==> src/rtl/sas_pkg.sv <==
package sas_pkg;
  localparam int WORD_W = 16;

  typedef enum logic [2:0] {
    ST_IDLE,
    ST_WAIT,
    ST_SETTLE,
    ST_HOLD,
    ST_RELEASE
  } sas_state_e;
endpackage

==> src/rtl/sas_sync.sv <==
module sas_sync #(
  parameter int W      = 8,
  parameter int STAGES = 2
) (
  input  logic         clk,
  input  logic         rst,
  input  logic [W-1:0] din,
  output logic [W-1:0] dout
);
  logic [W-1:0] chain [STAGES];

  always_ff @(posedge clk) begin
    if (rst) chain[0] <= '0;
    else     chain[0] <= din;
  end

  for (genvar i = 1; i < STAGES; i++) begin : g_stage
    always_ff @(posedge clk) begin
      if (rst) chain[i] <= '0;
      else     chain[i] <= chain[i-1];
    end
  end

  assign dout = chain[STAGES-1];
endmodule

==> src/rtl/sas_regfile.sv <==
module sas_regfile #(
  parameter int ADDR_W  = 6,
  parameter int DATA_W  = 16,
  parameter int LATENCY = 3
) (
  input  logic              clk,
  input  logic              rst,
  input  logic              req,
  input  logic              we,
  input  logic [ADDR_W-1:0] addr,
  input  logic [DATA_W-1:0] wdata,
  output logic              rsp_valid,
  output logic [DATA_W-1:0] rdata
);
  localparam int DEPTH = 1 << ADDR_W;

  logic [DATA_W-1:0] mem [DEPTH];
  logic [DATA_W-1:0] rd0;
  logic              v0;

  // read-first single port, block RAM friendly (no reset on array)
  always_ff @(posedge clk) begin
    if (req && we) mem[addr] <= wdata;
    if (req)       rd0       <= mem[addr];
  end

  always_ff @(posedge clk) begin
    if (rst) v0 <= 1'b0;
    else     v0 <= req;
  end

  if (LATENCY <= 1) begin : g_direct
    assign rsp_valid = v0;
    assign rdata     = rd0;
  end else begin : g_pipe
    logic              vp [LATENCY-1];
    logic [DATA_W-1:0] dp [LATENCY-1];

    always_ff @(posedge clk) begin
      if (rst) vp[0] <= 1'b0;
      else     vp[0] <= v0;
      dp[0] <= rd0;
    end

    for (genvar i = 1; i < LATENCY-1; i++) begin : g_lat
      always_ff @(posedge clk) begin
        if (rst) vp[i] <= 1'b0;
        else     vp[i] <= vp[i-1];
        dp[i] <= dp[i-1];
      end
    end

    assign rsp_valid = vp[LATENCY-2];
    assign rdata     = dp[LATENCY-2];
  end
endmodule

==> src/rtl/sas_ctrl.sv <==
module sas_ctrl
  import sas_pkg::*;
#(
  parameter int ADDR_W = 6
) (
  input  logic              clk,
  input  logic              rst,
  input  logic              cs_s,
  input  logic              rnw_s,
  input  logic              strb_s,
  input  logic [ADDR_W-1:0] addr_s,
  input  logic [WORD_W-1:0] wdata_s,
  output logic              rf_req,
  output logic              rf_we,
  output logic [ADDR_W-1:0] rf_addr,
  output logic [WORD_W-1:0] rf_wdata,
  input  logic              rf_valid,
  input  logic [WORD_W-1:0] rf_rdata,
  output logic [WORD_W-1:0] out_data,
  output logic              out_data_oe,
  output logic              out_ack_n,
  output logic              out_ack_oe
);
  sas_state_e state;
  logic       strb_q;
  logic       is_rd;
  logic       start;

  // one access per strobe assertion, only with chip select active
  assign start = strb_s && !strb_q && cs_s;

  always_ff @(posedge clk) begin
    if (rst) begin
      state       <= ST_IDLE;
      strb_q      <= 1'b0;
      is_rd       <= 1'b0;
      rf_req      <= 1'b0;
      rf_we       <= 1'b0;
      rf_addr     <= '0;
      rf_wdata    <= '0;
      out_data    <= '0;
      out_data_oe <= 1'b0;
      out_ack_n   <= 1'b1;
      out_ack_oe  <= 1'b0;
    end else begin
      strb_q <= strb_s;
      rf_req <= 1'b0;
      unique case (state)
        ST_IDLE, ST_RELEASE: begin
          if (start) begin
            rf_req   <= 1'b1;
            rf_we    <= !rnw_s;
            rf_addr  <= addr_s;
            rf_wdata <= wdata_s;
            is_rd    <= rnw_s;
            state    <= ST_WAIT;
          end else if (state == ST_RELEASE && !cs_s) begin
            out_ack_oe <= 1'b0;
            state      <= ST_IDLE;
          end
        end
        ST_WAIT: begin
          if (rf_valid) begin
            if (is_rd) begin
              out_data    <= rf_rdata;
              out_data_oe <= 1'b1;
            end
            state <= ST_SETTLE;
          end
        end
        ST_SETTLE: begin
          out_ack_n  <= 1'b0;
          out_ack_oe <= 1'b1;
          state      <= ST_HOLD;
        end
        ST_HOLD: begin
          if (!strb_s || !cs_s) begin
            out_data_oe <= 1'b0;
            out_ack_n   <= 1'b1;
            state       <= ST_RELEASE;
          end
        end
        default: state <= ST_IDLE;
      endcase
    end
  end
endmodule

==> src/rtl/strobe_ack_slave.sv <==
module strobe_ack_slave
  import sas_pkg::*;
#(
  parameter int ADDR_W     = 6,
  parameter int LATENCY    = 3,
  parameter int SYNC_DEPTH = 2
) (
  input  logic              clk,
  input  logic              rst,
  input  logic [ADDR_W-1:0] bus_addr,
  input  logic              bus_cs_n,
  input  logic              bus_rnw,
  input  logic              bus_strb_n,
  input  logic [15:0]       bus_wdata,
  output logic [15:0]       bus_rdata,
  output logic              bus_rdata_oe,
  output logic              bus_ack_n,
  output logic              bus_ack_oe
);
  localparam int SW = 3 + ADDR_W + WORD_W;

  logic [SW-1:0]     raw_v, syn_v;
  logic              cs_s, rnw_s, strb_s;
  logic [ADDR_W-1:0] addr_s;
  logic [WORD_W-1:0] wdata_s;
  logic              rf_req, rf_we, rf_valid;
  logic [ADDR_W-1:0] rf_addr;
  logic [WORD_W-1:0] rf_wdata, rf_rdata;

  assign raw_v = {!bus_cs_n, bus_rnw, !bus_strb_n, bus_addr, bus_wdata};

  sas_sync #(.W(SW), .STAGES(SYNC_DEPTH)) u_sync (
    .clk (clk),
    .rst (rst),
    .din (raw_v),
    .dout(syn_v)
  );

  assign {cs_s, rnw_s, strb_s, addr_s, wdata_s} = syn_v;

  sas_ctrl #(.ADDR_W(ADDR_W)) u_ctrl (
    .clk        (clk),
    .rst        (rst),
    .cs_s       (cs_s),
    .rnw_s      (rnw_s),
    .strb_s     (strb_s),
    .addr_s     (addr_s),
    .wdata_s    (wdata_s),
    .rf_req     (rf_req),
    .rf_we      (rf_we),
    .rf_addr    (rf_addr),
    .rf_wdata   (rf_wdata),
    .rf_valid   (rf_valid),
    .rf_rdata   (rf_rdata),
    .out_data   (bus_rdata),
    .out_data_oe(bus_rdata_oe),
    .out_ack_n  (bus_ack_n),
    .out_ack_oe (bus_ack_oe)
  );

  sas_regfile #(.ADDR_W(ADDR_W), .DATA_W(WORD_W), .LATENCY(LATENCY)) u_rf (
    .clk      (clk),
    .rst      (rst),
    .req      (rf_req),
    .we       (rf_we),
    .addr     (rf_addr),
    .wdata    (rf_wdata),
    .rsp_valid(rf_valid),
    .rdata    (rf_rdata)
  );
endmodule

==> config.mk <==
export PLATFORM = sky130hd
export DESIGN_NAME = strobe_ack_slave
export DESIGN_NICKNAME = d
export VERILOG_FILES = /design/src/rtl/sas_pkg.sv /design/src/rtl/sas_sync.sv /design/src/rtl/sas_regfile.sv /design/src/rtl/sas_ctrl.sv /design/src/rtl/strobe_ack_slave.sv
export SDC_FILE = /design/constraint.sdc
export NUM_CORES = 1
export LEC_CHECK = 0
export BUFFER_PORTS_ARGS = -buffer_cell sky130_fd_sc_hd__buf_2
export CORE_ASPECT_RATIO = 1.4
export CORE_MARGIN = 10
export CORE_UTILIZATION = 45
export CTS_CLUSTER_DIAMETER = 40
export DETAILED_ROUTE_END_ITERATION = 6
export PLACE_DENSITY = 0.7
export SLEW_MARGIN = 20
export SYNTH_ARGS = -nofsm -noshare
export SYNTH_HDL_FRONTEND = slang
export SYNTH_SLANG_ARGS = --single-unit
==> constraint.sdc <==
create_clock -name clk -period 3.35 [get_ports clk]
set_input_delay 0.335 -clock clk [delete_from_list [all_inputs] [get_ports clk]]
set_output_delay 0.335 -clock clk [all_outputs]
set_load 0.02 [all_outputs]
==> metrics.csv <==
stage;metric;value;unit
drt;drt_wl_total;120000;um
synth;ys_types;52;
global_route;grt_pass1_wl;175000;um
drt;first_pass_iters;7;
hold_path;hold_depth;2;
place;gp_congestion;0.998;
final_layout;seqCellArea;0.0339;mm^2
final_layout;layout-drive-gt1-share;0.204;
cts;numCtsBuffers;110;
synth;ys.flop_type;edfxtp_1;
worst_setup_path;critPathMaxFanout;30;
final_layout;fill_cells;7583;
floorplanning;die_width;284;um
cts;cts.sinks;1173;
synth;syn_area;0.0440;mm^2
floorplanning;die_h;390;um
run_status;outcome;finished with violations;
synth;synthCells;2595;
drt;drt_iter0_markers;3394;
global_route;grt_pass1_vias;25900;
drt;vias;25900;
timing;rsz0062_at_grt;false;
final_layout;utilization;0.527;
hold_path;hp-class;in -> reg;
synth;async_reset_ff_frac;0;
synth;synth-edff-count;1040;
cts;clkLatencyLatePin;0.71;ns
timing;finalHoldViolCount;0;
floorplanning;core;0.0970;mm^2
drt;route.detailed.drc;1;
worst_setup_path;end_kind;flop;
worst_setup_path;cp_data_arrival_time;3.69;ns
timing;max_freq;0.304;GHz
worst_setup_path;startpoint_type;flop;
timing;finalSetupViolCount;0;
timing;slew_headroom;0.223;
place;dp_hpwl;75700;um
timing;hold_slack;0.0496;ns
drt;wl_per_cell;28.5;um
cts;cts_tree;done;
drt;vias_per_cell;6.15;
timing;fin_skew;0.0257;ns
synth;avgSynthCellArea;16.9;um^2
floorplanning;ios;46;
run;max_cap_viol_count;0;
place;place.port_buffers;45;
timing;fin_crit;3.29;ns
timing;fin_crit_sh;0.983;
worst_setup_path;r2r-end;u_rf.rd0[2];
floorplanning;dieArea;0.111;mm^2
global_route;antenna_found_initial;2;
cts;cts_root_buffer;clkbuf_16;
power_and_ir_drop;p_leak;0.0167;uW
synth;yosysWarnings;0;
hold_path;min_from;rst;
floorplanning;start_util;0.454;
worst_setup_path;rrSetupSlack;0.06;ns
cts;htreeDepth;3;
cts;path_clk_slew;0.07;ns
worst_setup_path;worst_ep_required_time;3.75;ns
worst_setup_path;critical_path_class;reg -> reg;
synth;ys_ff_latch;1173;
power_and_ir_drop;cellPowerDensity;554;mW/mm^2
global_route;gr-total-overflow;0;
floorplanning;rows;135;
cts;cts_buffer_depth;3;
global_route;grt_max_degree;97;
timing;drv_slew;0;
run_status;violations;DRC;
synth;synth_nets;2622;
drt;ant_nets;0;
final_layout;multi_input_area;0.00927;mm^2
final_layout;area_growth;16.1;%
final_layout;nNetsFinal;2841;
power_and_ir_drop;vdd_drop_max;0.000381;V
timing;worst_pin_slew;1.16;ns
global_route;grt_usage;0.211;
synth;ys_seq_area_frac;0.771;
worst_setup_path;rr_startpoint;u_ctrl.rf_addr[0];
hold_path;hold_end;u_sync.chain[1][3];
worst_setup_path;ff2ff_path_depth;6;
flip-flops by register name, summed over array words and instances (netlist names), 2 cells and up:
register         count
u_rf.rd0            16
u_rf.g_pipe.vp       2
u_ctrl.out_data     16
u_rf.mem          1024
u_sync.chain        50
u_rf.g_pipe.dp      32
u_ctrl.rf_addr       6
u_ctrl.state         3
u_ctrl.rf_wdata     16
per-stage QoR:
step | instances | TNS (ns) | power (uW) | area (um^2) | setup slack (ns)
global route | 4203 | 0 | 29000 | 51100 | 0.0170
floorplan | 2595 | 0 | 16100 | 44000 | 0.731
CTS | 4203 | 0 | 28400 | 51000 | 0.0160
finish | 4204 | 0 | 28300 | 51100 | 0.0580
detailed placement | 3978 | 0 | 16100 | 47200 | 0.0500
global placement | 3978 | -1.19 | 16100 | 47100 | -0.226
kinds of logic after synthesis:
| logic type | count (synthesis) | share of synthesized area |
|---|---|---|
| DFF | 1173 | 0.771 |
| and+or+nand+nor | 470 | 0.0562 |
| buffers and inverters | 201 | 0.0209 |
| AOI/OAI and AO/OA | 593 | 0.100 |
| muxes | 158 | 0.0521 |
layout by cell type, fill, tap and decap left out, types with 8 or more instances in the layout:
cell type      instances
nand2_1              124
a22o_1                16
buf_2                 44
mux4_2                46
o22ai_1               33
mux2i_1               54
a21oi_1               82
clkbuf_16            111
nor2_1                94
nand2b_1              22
nor3_1                45
buf_12                30
and3b_1               43
nor3b_1               15
mux2_2                54
nand4_1               15
a221oi_1             163
a2111oi_0              8
o221ai_1              19
a221o_1               14
dfxtp_1              114
clkinv_2              14
dfxtp_2                9
dfxtp_4               10
nor2b_1               53
a22oi_1              137
buf_4                202
a211oi_1              26
o21ai_0               58
clkbuf_1              12
and3_1                22
clkinv_1              16
edfxtp_1            1040
bufinv_16              8
clkinvlp_4             8
dlygate4sd3_1         25
o2111ai_1              8
critical path, stage by stage (launching register included):
cell,delay [ns]
dfxtp_4,0.77
buf_12,0.28
mux4_2,0.54
nand2_1,0.08
a21oi_1,0.15
a2111oi_0,0.91
nand4_1,0.15
layout make-up:
type                       instances  share of cell area
antenna                            1           0.0000490
clock buffer                     132              0.0574
clock inverter                    68              0.0134
inverter                           7            0.000515
multi-input combinational       1221               0.181
sequential                      1173               0.665
tap                             1301              0.0319
timing repair buffer             301              0.0507
what timing repair did:
action	in CTS	in global routing
resized for setup	0	9
hold endpoints to repair	25	0
endpoints found under the setup margin	0	8
hold buffers	25	0
setup buffers	0	0
synth_stat cells, drive strengths merged (26+ instances only):
cell type  instances  area, um^2
edfxtp          1040       31200
a221oi           163        1430
a22oi            137        1030
dfxtp            133        2660
nand2            124         465
clkbuf           101         379
nor2              97         369
buf               93         515
a21oi             82         410
nor2b             59         369
o21ai             59         295
mux2              54         608
mux2i             54         541
mux4              50        1140
nor3              47         235
and3b             43         377
o22ai             33         206
a211oi            26         195
power breakdown:
part / total (uW) / switching [uW] / internal [uW]
sequential: 15700 / 17.8 / 15700
combinational: 138 / 71.4 / 66.5
clock: 12400 / 5480 / 6930
total: 28300 / 5570 / 22700
layer usage:
| metal | wire length (um) | track usage | vias up |
|---|---|---|---|
| met2 | 59600 | 0.356 | 1513 |
| li1 | - | - | 11000 |
| met1 | 42200 | 0.249 | 13100 |
| met5 | 13 | 0.00219 | - |
| met3 | 9860 | 0.0335 | 314 |
| met4 | 7920 | 0.138 | 2 |
how the worst max path moves through the flow:
stage	to	cells after the start	slack (ns)	start
floorplan	u_rf.mem[0][0]	5	0.73	u_ctrl.rf_addr[1]
global placement	u_rf.rd0[11]	6	-0.23	u_ctrl.rf_addr[0]
detailed placement	u_rf.rd0[7]	6	0.05	u_ctrl.rf_addr[1]
CTS	u_rf.rd0[9]	6	0.02	u_ctrl.rf_addr[1]
global route	u_rf.rd0[2]	6	0.02	u_ctrl.rf_addr[0]
finish	u_rf.rd0[2]	6	0.06	u_ctrl.rf_addr[0]
Note: power is estimated with default switching activity, not from simulation.
